File: config.mk
export PLATFORM = sky130hd
export DESIGN_NAME = intcyc_seq
export DESIGN_NICKNAME = d
export VERILOG_FILES = /design/src/rtl/intcyc_pkg.sv /design/src/rtl/intcyc_phase_ctl.sv /design/src/rtl/intcyc_group_acc.sv /design/src/rtl/intcyc_ser_out.sv /design/src/rtl/intcyc_seq.sv
export SDC_FILE = /design/constraint.sdc
export NUM_CORES = 1
export LEC_CHECK = 0
export BUFFER_PORTS_ARGS = -buffer_cell sky130_fd_sc_hd__clkbuf_2
export CAP_MARGIN = 20
export CORE_MARGIN = 3
export CORE_UTILIZATION = 40
export DETAILED_ROUTE_END_ITERATION = 8
export PLACE_DENSITY_LB_ADDON = 0.1
export SKIP_LAST_GASP = 1
export SYNTH_ARGS = -nofsm -noshare
export SYNTH_HDL_FRONTEND = slang
export SYNTH_SLANG_ARGS = --single-unit
File: constraint.sdc
create_clock -name clk -period 4.6 [get_ports clk]
set_clock_uncertainty 0.15 [all_clocks]
set_input_delay 0 -clock clk [delete_from_list [all_inputs] [get_ports clk]]
set_output_delay 0 -clock clk [all_outputs]
set_load 0.02 [all_outputs]
File: src/rtl/intcyc_pkg.sv
package intcyc_pkg;

  typedef enum logic [2:0] {
    PH_IDLE  = 3'd0,
    PH_ACQ   = 3'd1,
    PH_INIT  = 3'd2,
    PH_TRACK = 3'd3,
    PH_FINAL = 3'd4,
    PH_LATCH = 3'd5
  } phase_t;

  // Acquisition clock count for a select code.
  function automatic logic [5:0] acq_clocks(input logic [1:0] sel);
    case (sel)
      2'd0:    acq_clocks = 6'd1;
      2'd1:    acq_clocks = 6'd16;
      default: acq_clocks = 6'd32;
    endcase
  endfunction

endpackage

File: src/rtl/intcyc_phase_ctl.sv
module intcyc_phase_ctl
  import intcyc_pkg::*;
#(
  parameter int TRACK_W   = 16,
  parameter int MAX_LOG_M = 8,
  parameter int LOGM_W    = 4
) (
  input  logic               clk,
  input  logic               rst,
  input  logic               start_i,
  input  logic               cds_en_i,
  input  logic [1:0]         acq_sel_i,
  input  logic [LOGM_W-1:0]  m_log_i,
  input  logic [TRACK_W-1:0] track_len_i,
  output phase_t             phase_o,
  output logic               cfg_cds_o,
  output logic [LOGM_W-1:0]  cfg_mlog_o,
  output logic               clear_o,
  output logic               latch_o,
  output logic [1:0]         grp_en_o
);

  localparam int GRP_W  = MAX_LOG_M + 1;
  localparam int BASE_W = (TRACK_W > GRP_W) ? TRACK_W : GRP_W;
  localparam int CNT_W  = (BASE_W > 6) ? BASE_W : 6;

  phase_t             phase_q;
  logic [CNT_W-1:0]   cnt_q;
  logic               cds_q;
  logic [LOGM_W-1:0]  mlog_q;
  logic [TRACK_W-1:0] track_q;

  logic               accept;
  logic               cnt_zero;
  logic [CNT_W-1:0]   grp_last;
  logic [CNT_W-1:0]   track_last;
  logic [LOGM_W-1:0]  mlog_clamped;

  assign accept       = start_i && (phase_q == PH_IDLE);
  assign cnt_zero     = (cnt_q == '0);
  assign grp_last     = (CNT_W'(1) << mlog_q) - CNT_W'(1);
  assign track_last   = CNT_W'(track_q);
  assign mlog_clamped = (m_log_i > LOGM_W'(MAX_LOG_M)) ? LOGM_W'(MAX_LOG_M) : m_log_i;

  always_ff @(posedge clk) begin
    if (rst) begin
      phase_q <= PH_IDLE;
      cnt_q   <= '0;
      cds_q   <= 1'b0;
      mlog_q  <= '0;
      track_q <= '0;
    end else begin
      case (phase_q)
        PH_IDLE: begin
          if (accept) begin
            cds_q   <= cds_en_i;
            mlog_q  <= mlog_clamped;
            track_q <= track_len_i;
            cnt_q   <= CNT_W'(acq_clocks(acq_sel_i) - 6'd1);
            phase_q <= PH_ACQ;
          end
        end
        PH_ACQ: begin
          if (cnt_zero) begin
            if (cds_q) begin
              phase_q <= PH_INIT;
              cnt_q   <= grp_last;
            end else begin
              phase_q <= PH_TRACK;
              cnt_q   <= track_last;
            end
          end else begin
            cnt_q <= cnt_q - CNT_W'(1);
          end
        end
        PH_INIT: begin
          if (cnt_zero) begin
            phase_q <= PH_TRACK;
            cnt_q   <= track_last;
          end else begin
            cnt_q <= cnt_q - CNT_W'(1);
          end
        end
        PH_TRACK: begin
          if (cnt_zero) begin
            phase_q <= PH_FINAL;
            cnt_q   <= grp_last;
          end else begin
            cnt_q <= cnt_q - CNT_W'(1);
          end
        end
        PH_FINAL: begin
          if (cnt_zero) begin
            phase_q <= PH_LATCH;
          end else begin
            cnt_q <= cnt_q - CNT_W'(1);
          end
        end
        default: begin
          phase_q <= PH_IDLE;
        end
      endcase
    end
  end

  assign phase_o     = phase_q;
  assign cfg_cds_o   = cds_q;
  assign cfg_mlog_o  = mlog_q;
  assign clear_o     = accept;
  assign latch_o     = (phase_q == PH_LATCH);
  assign grp_en_o[0] = (phase_q == PH_INIT);
  assign grp_en_o[1] = (phase_q == PH_FINAL);

endmodule

File: src/rtl/intcyc_group_acc.sv
module intcyc_group_acc #(
  parameter int SAMPLE_W  = 16,
  parameter int MAX_LOG_M = 8
) (
  input  logic                                 clk,
  input  logic                                 rst,
  input  logic                                 clr_i,
  input  logic                                 en_i,
  input  logic signed [SAMPLE_W-1:0]           sample_i,
  output logic signed [SAMPLE_W+MAX_LOG_M-1:0] sum_o
);

  localparam int SUM_W = SAMPLE_W + MAX_LOG_M;

  logic signed [SUM_W-1:0] sum_q;
  logic signed [SUM_W-1:0] sample_ext;

  assign sample_ext = {{MAX_LOG_M{sample_i[SAMPLE_W-1]}}, sample_i};

  always_ff @(posedge clk) begin
    if (rst || clr_i) begin
      sum_q <= '0;
    end else if (en_i) begin
      sum_q <= sum_q + sample_ext;
    end
  end

  assign sum_o = sum_q;

endmodule

File: src/rtl/intcyc_ser_out.sv
module intcyc_ser_out #(
  parameter int RES_W = 17
) (
  input  logic             clk,
  input  logic             rst,
  input  logic             load_i,
  input  logic [RES_W-1:0] data_i,
  input  logic             shift_i,
  output logic             ser_o,
  output logic             valid_o,
  output logic             last_bit_o
);

  localparam int BIT_W = $clog2(RES_W + 1);

  logic [RES_W-1:0] shreg_q;
  logic [BIT_W-1:0] sent_q;
  logic             valid_q;

  assign last_bit_o = (sent_q == BIT_W'(RES_W - 1));

  always_ff @(posedge clk) begin
    if (rst) begin
      shreg_q <= '0;
      sent_q  <= '0;
      valid_q <= 1'b0;
    end else if (load_i) begin
      shreg_q <= data_i;
      sent_q  <= '0;
      valid_q <= 1'b1;
    end else if (shift_i && valid_q) begin
      shreg_q <= {shreg_q[RES_W-2:0], 1'b0};
      sent_q  <= sent_q + BIT_W'(1);
      if (last_bit_o) begin
        valid_q <= 1'b0;
      end
    end
  end

  assign ser_o   = shreg_q[RES_W-1];
  assign valid_o = valid_q;

endmodule

File: src/rtl/intcyc_seq.sv
module intcyc_seq
  import intcyc_pkg::*;
#(
  parameter int SAMPLE_W  = 16,
  parameter int TRACK_W   = 16,
  parameter int MAX_LOG_M = 8,
  parameter int LOGM_W    = 4
) (
  input  logic                clk,
  input  logic                rst,
  input  logic                start_i,
  input  logic                cds_en_i,
  input  logic [1:0]          acq_sel_i,
  input  logic [LOGM_W-1:0]   m_log_i,
  input  logic [TRACK_W-1:0]  track_len_i,
  input  logic [SAMPLE_W-1:0] sample_i,
  input  logic                shift_i,
  output logic                ser_o,
  output logic                valid_o,
  output logic [2:0]          phase_o
);

  localparam int SUM_W  = SAMPLE_W + MAX_LOG_M;
  localparam int RES_W  = SAMPLE_W + 1;
  localparam int N_GRP  = 2;

  phase_t            phase_w;
  logic              cfg_cds_w;
  logic [LOGM_W-1:0] cfg_mlog_w;
  logic              clear_w;
  logic              latch_w;
  logic [1:0]        grp_en_w;
  logic              last_bit_w;

  logic signed [SUM_W-1:0] grp_sum [N_GRP];
  logic signed [SUM_W-1:0] grp_avg [N_GRP];
  logic signed [RES_W-1:0] avg_init;
  logic signed [RES_W-1:0] avg_final;
  logic signed [RES_W-1:0] result_w;

  intcyc_phase_ctl #(
    .TRACK_W   (TRACK_W),
    .MAX_LOG_M (MAX_LOG_M),
    .LOGM_W    (LOGM_W)
  ) u_ctl (
    .clk         (clk),
    .rst         (rst),
    .start_i     (start_i),
    .cds_en_i    (cds_en_i),
    .acq_sel_i   (acq_sel_i),
    .m_log_i     (m_log_i),
    .track_len_i (track_len_i),
    .phase_o     (phase_w),
    .cfg_cds_o   (cfg_cds_w),
    .cfg_mlog_o  (cfg_mlog_w),
    .clear_o     (clear_w),
    .latch_o     (latch_w),
    .grp_en_o    (grp_en_w)
  );

  // Index 0 collects the initial group, index 1 the final group.
  for (genvar g = 0; g < N_GRP; g++) begin : g_grp
    intcyc_group_acc #(
      .SAMPLE_W  (SAMPLE_W),
      .MAX_LOG_M (MAX_LOG_M)
    ) u_acc (
      .clk      (clk),
      .rst      (rst),
      .clr_i    (clear_w),
      .en_i     (grp_en_w[g]),
      .sample_i (sample_i),
      .sum_o    (grp_sum[g])
    );
    assign grp_avg[g] = grp_sum[g] >>> cfg_mlog_w;
  end

  // Averages fit in SAMPLE_W bits, so taking the low RES_W bits keeps the sign.
  assign avg_init  = RES_W'(grp_avg[0]);
  assign avg_final = RES_W'(grp_avg[1]);
  assign result_w  = cfg_cds_w ? (avg_final - avg_init) : avg_final;

  intcyc_ser_out #(
    .RES_W (RES_W)
  ) u_out (
    .clk        (clk),
    .rst        (rst),
    .load_i     (latch_w),
    .data_i     (result_w),
    .shift_i    (shift_i),
    .ser_o      (ser_o),
    .valid_o    (valid_o),
    .last_bit_o (last_bit_w)
  );

  assign phase_o = phase_w;

endmodule

==> reports/qor.yml <==
yosys:
  avgSynthCellArea_um2: 7.57
  ys.flop_type: "dfxtp_1"
  synth_area_leaders: "dfxtp_1 (22%), nand2_1 (8.8%), ha_1 (8.3%), a21oi_1 (7.7%), mux2i_1 (5.1%)"
  yosysUniqueCellTypes: 79
  ys_ff_latch: 111
  synth_edf_count: 0
  syn_area_mm2: 0.00995
  async_flop_share_pct: 0
  ys_warn_count: 0
  yosys.area.top_type: "dfxtp_1"
  synth_nets: 1427
  synth_cells: 1315
  seq_area_frac_synth_pct: 22.3
  yosysTopAreaCellShare_pct: 22.3
routing:
  routed_wl_mm: 29.4
  route.detailed.drc: 0
  drt_iter0_drc: 662
  vias: 9430
  antenna_left: 0
  drtPass1Iterations: 5
  routed_via_density: 5.66
  wl_per_cell_um: 17.7
placed_design:
  dp.final_hpwl_mm: 22.2
  placed_area_mm2: 0.0104
  place.gp.congestion: 0.876
  portBuffers: 47
critical_path:
  cp.required_ps: 4720
  critPathKind: "register to register"
  crit_buf_inv: 1
  worstSetupStartpointType: "register"
  cp_max_fo: 39
  cp.arrival_ps: 4350
  critPathSlowestCell: "dfxtp_2"
  cp_slowest_stage_delay_ps: 550
  endpoint_kind: "register"
  crit_chain: "buf_12, mux2_2, o21ai_0, mux2i_1, nand2_1, o21ai_0, ha_1, nand2b_1, a31oi_1, o21ai_0, a211oi_1, o31ai_1, a31oi_1, mux2_2, a211oi_1"
  path_delay_family: "compound AO/OA/AOI/OAI gates"
  crit_top_cell: "o21ai_0"
sta:
  maxSlewViolCount: 0
  max_slew.worst_pin.slew_ps: 1100
  rsz0062_at_grt: "no"
  finalHoldViolations: 0
  maxSlewHeadroom_pct: 26.6
  tns_ps: 0
  max_clock_freq_mhz: 236
  fin_crit_ps: 4230
  finalSetupViolations: 0
  fin_crit_sh_pct: 92.0
die:
  die_w_um: 164
  num_rows: 57
  die_h_um: 164
  pin_count: 48
  dieArea_mm2: 0.0268
  initial_core_util_pct: 40.8
  fp.coreArea_mm2: 0.0244
power_and_ir_drop:
  power.switching_uw: 1420
  power_uw: 3570
  power_frac_comb_pct: 41.6
  p_seq_share_pct: 32.2
  switching_share_pct: 39.7
  p_clk_share_pct: 26.2
  power.leakage_uw: 0.00431
  powerDensity_mw_per_mm2: 326
  internal_power_uw: 2150
  peakVddDrop_mv: 0.240
global_route:
  track_usage_pct: 22.0
  antenna_found_initial: 0
  overflow: 0
  grt_pass1_vias: 8873
  grt_pass1_wl_mm: 47.8
  grt_max_degree: 67
final_layout:
  area_growth_pct: 10.1
  drive_gt1_share_pct: 11.1
  post-route-util_pct: 44.9
  diodes: 0
  fin_nets: 1448
  final_area_mm2: 0.0110
cts:
  clockBufferDepth: 2
  clock-sinks: 111
  post-cts-setup-buffers: 0
  clkLatencyLatePin_ps: 360
  numCtsBuffers: 9
  cts_root_buf: "clkbuf_16"
  htree_levels: 3
  cts_tree: "yes"
  clk_pin_slew_worst_paths_ps: 80
status:
  status: "completed"
min_path:
  hp-class: "input port to register"
run:
  maxCapViolations: 0
[layer usage]
| metal | vias to the layer above | share of wire (%) | track usage [%] |
|---|---|---|---|
| met5 | - | 0 | 0 |
| met4 | 0 | 1.3 | 4.38 |
| met3 | 23 | 3.3 | 2.32 |
| met2 | 161 | 47 | 36.5 |
| met1 | 4400 | 49 | 31.2 |
| li1 | 4846 | - | - |
[path summary, 6_finish.rpt]
| check | start | end | slack [ps] | cells past startpoint |
|---|---|---|---|---|
| worst min register to register | u_ctl.track_last[2] | u_ctl.track_last[2] | 310 | 2 |
| worst max-delay path | u_ctl.cfg_mlog_o[1] | u_out.shreg_q[13] | 370 | 15 |
| worst min-delay path | sample_i[13] | g_grp[1].u_acc.sum_o[13] | 50 | 4 |
| worst max register to register | u_ctl.cfg_mlog_o[1] | u_out.shreg_q[13] | 370 | 15 |
[what timing repair did]
item / 4_1_cts / 5_1_grt
hold buffers: 24 / 0
endpoints found under the hold margin: 25 / 0
resized for setup: 0 / 1
endpoints found under the setup margin: 0 / 3
[placed cells by master, fill, tap and decap left out, types with 12 or more instances in the layout]
master | synthesis | layout
o21ai_0 | 79 | 79
mux2i_1 | 51 | 51
mux4_2 | 19 | 19
nand2b_1 | 17 | 17
buf_4 | 4 | 18
a211oi_1 | 28 | 28
a31oi_1 | 20 | 20
dlygate4sd3_1 | 0 | 24
a21o_1 | 24 | 24
nand2_1 | 232 | 232
xnor2_1 | 23 | 23
ha_1 | 66 | 66
a21oi_1 | 154 | 154
clkbuf_2 | 1 | 47
dfxtp_1 | 111 | 108
nor3_1 | 26 | 26
nand3_1 | 35 | 35
mux2_2 | 19 | 19
nor2_1 | 82 | 82
inv_1 | 31 | 31
or3_1 | 12 | 12
xor2_1 | 27 | 27
and3_1 | 14 | 14
[power groups by stage]
| stage | sequential (uW) | combinational (uW) | clock [uW] |
|---|---|---|---|
| 2_1_floorplan | 1110 | 1170 | 0 |
| 6_report | 1150 | 1480 | 935 |
| 5_1_grt | 1160 | 1660 | 993 |
| 4_1_cts | 1150 | 1480 | 967 |
| 3_3_place_gp | 1170 | 1460 | 0 |
| 3_5_place_dp | 1170 | 1450 | 0 |
[area by class of cell]
type,count,area (um2)
clock inverters,7,118
clock buffers,9,225
flip-flops and latches,111,2230
repair buffers,90,631
multi-input cells,1090,7220
inverters,34,128
well taps,324,405
fillers,2516,13400
[cell families after synthesis]
family | Yosys count | synth area share, %
compound gates | 403 | 25.3
xor+xnor | 50 | 4.40
fa+ha+maj | 69 | 8.90
buf+inv | 114 | 5.13
flops | 111 | 22.3
mux | 89 | 11.6
simple gates | 479 | 22.3
[flip-flops by register name (all words and copies together) (netlist names)]
name,count
g_grp.u_acc.sum_o,48
u_ctl.cfg_cds_o,1
u_ctl.cfg_mlog_o,4
u_ctl.cnt_q,16
u_ctl.phase_o,3
u_ctl.track_last,16
u_out.sent_q,5
u_out.shreg_q,17
u_out.valid_o,1
[tightest hold or removal path: cells and delay by family]
kind | cells | cell delay (ps)
XOR/XNOR | 1 | 80
AO/OA/AOI/OAI | 1 | 120
adder cells (fa/ha/maj) | 1 | 210
buffers and inverters | 1 | 120
[stage by stage]
step,setup WS [ps],hold WS (ps),instances
global placement,352,77.7,1625
CTS,257,41.1,1665
finish,370,52.3,1665
floorplan,692,-14.0,1315
global route,45.8,91.2,1665
detailed placement,282,83.6,1625
[cells in the mapped netlist, types with 27 or more instances]
library cell,n
nand2_1,232
inv_1,31
nor2_1,82
o21ai_0,79
mux2i_1,51
clkbuf_1,49
dfxtp_1,111
ha_1,66
a211oi_1,28
a21oi_1,154
nand3_1,35
xor2_1,27
Note: power is estimated with default switching activity, not from simulation.
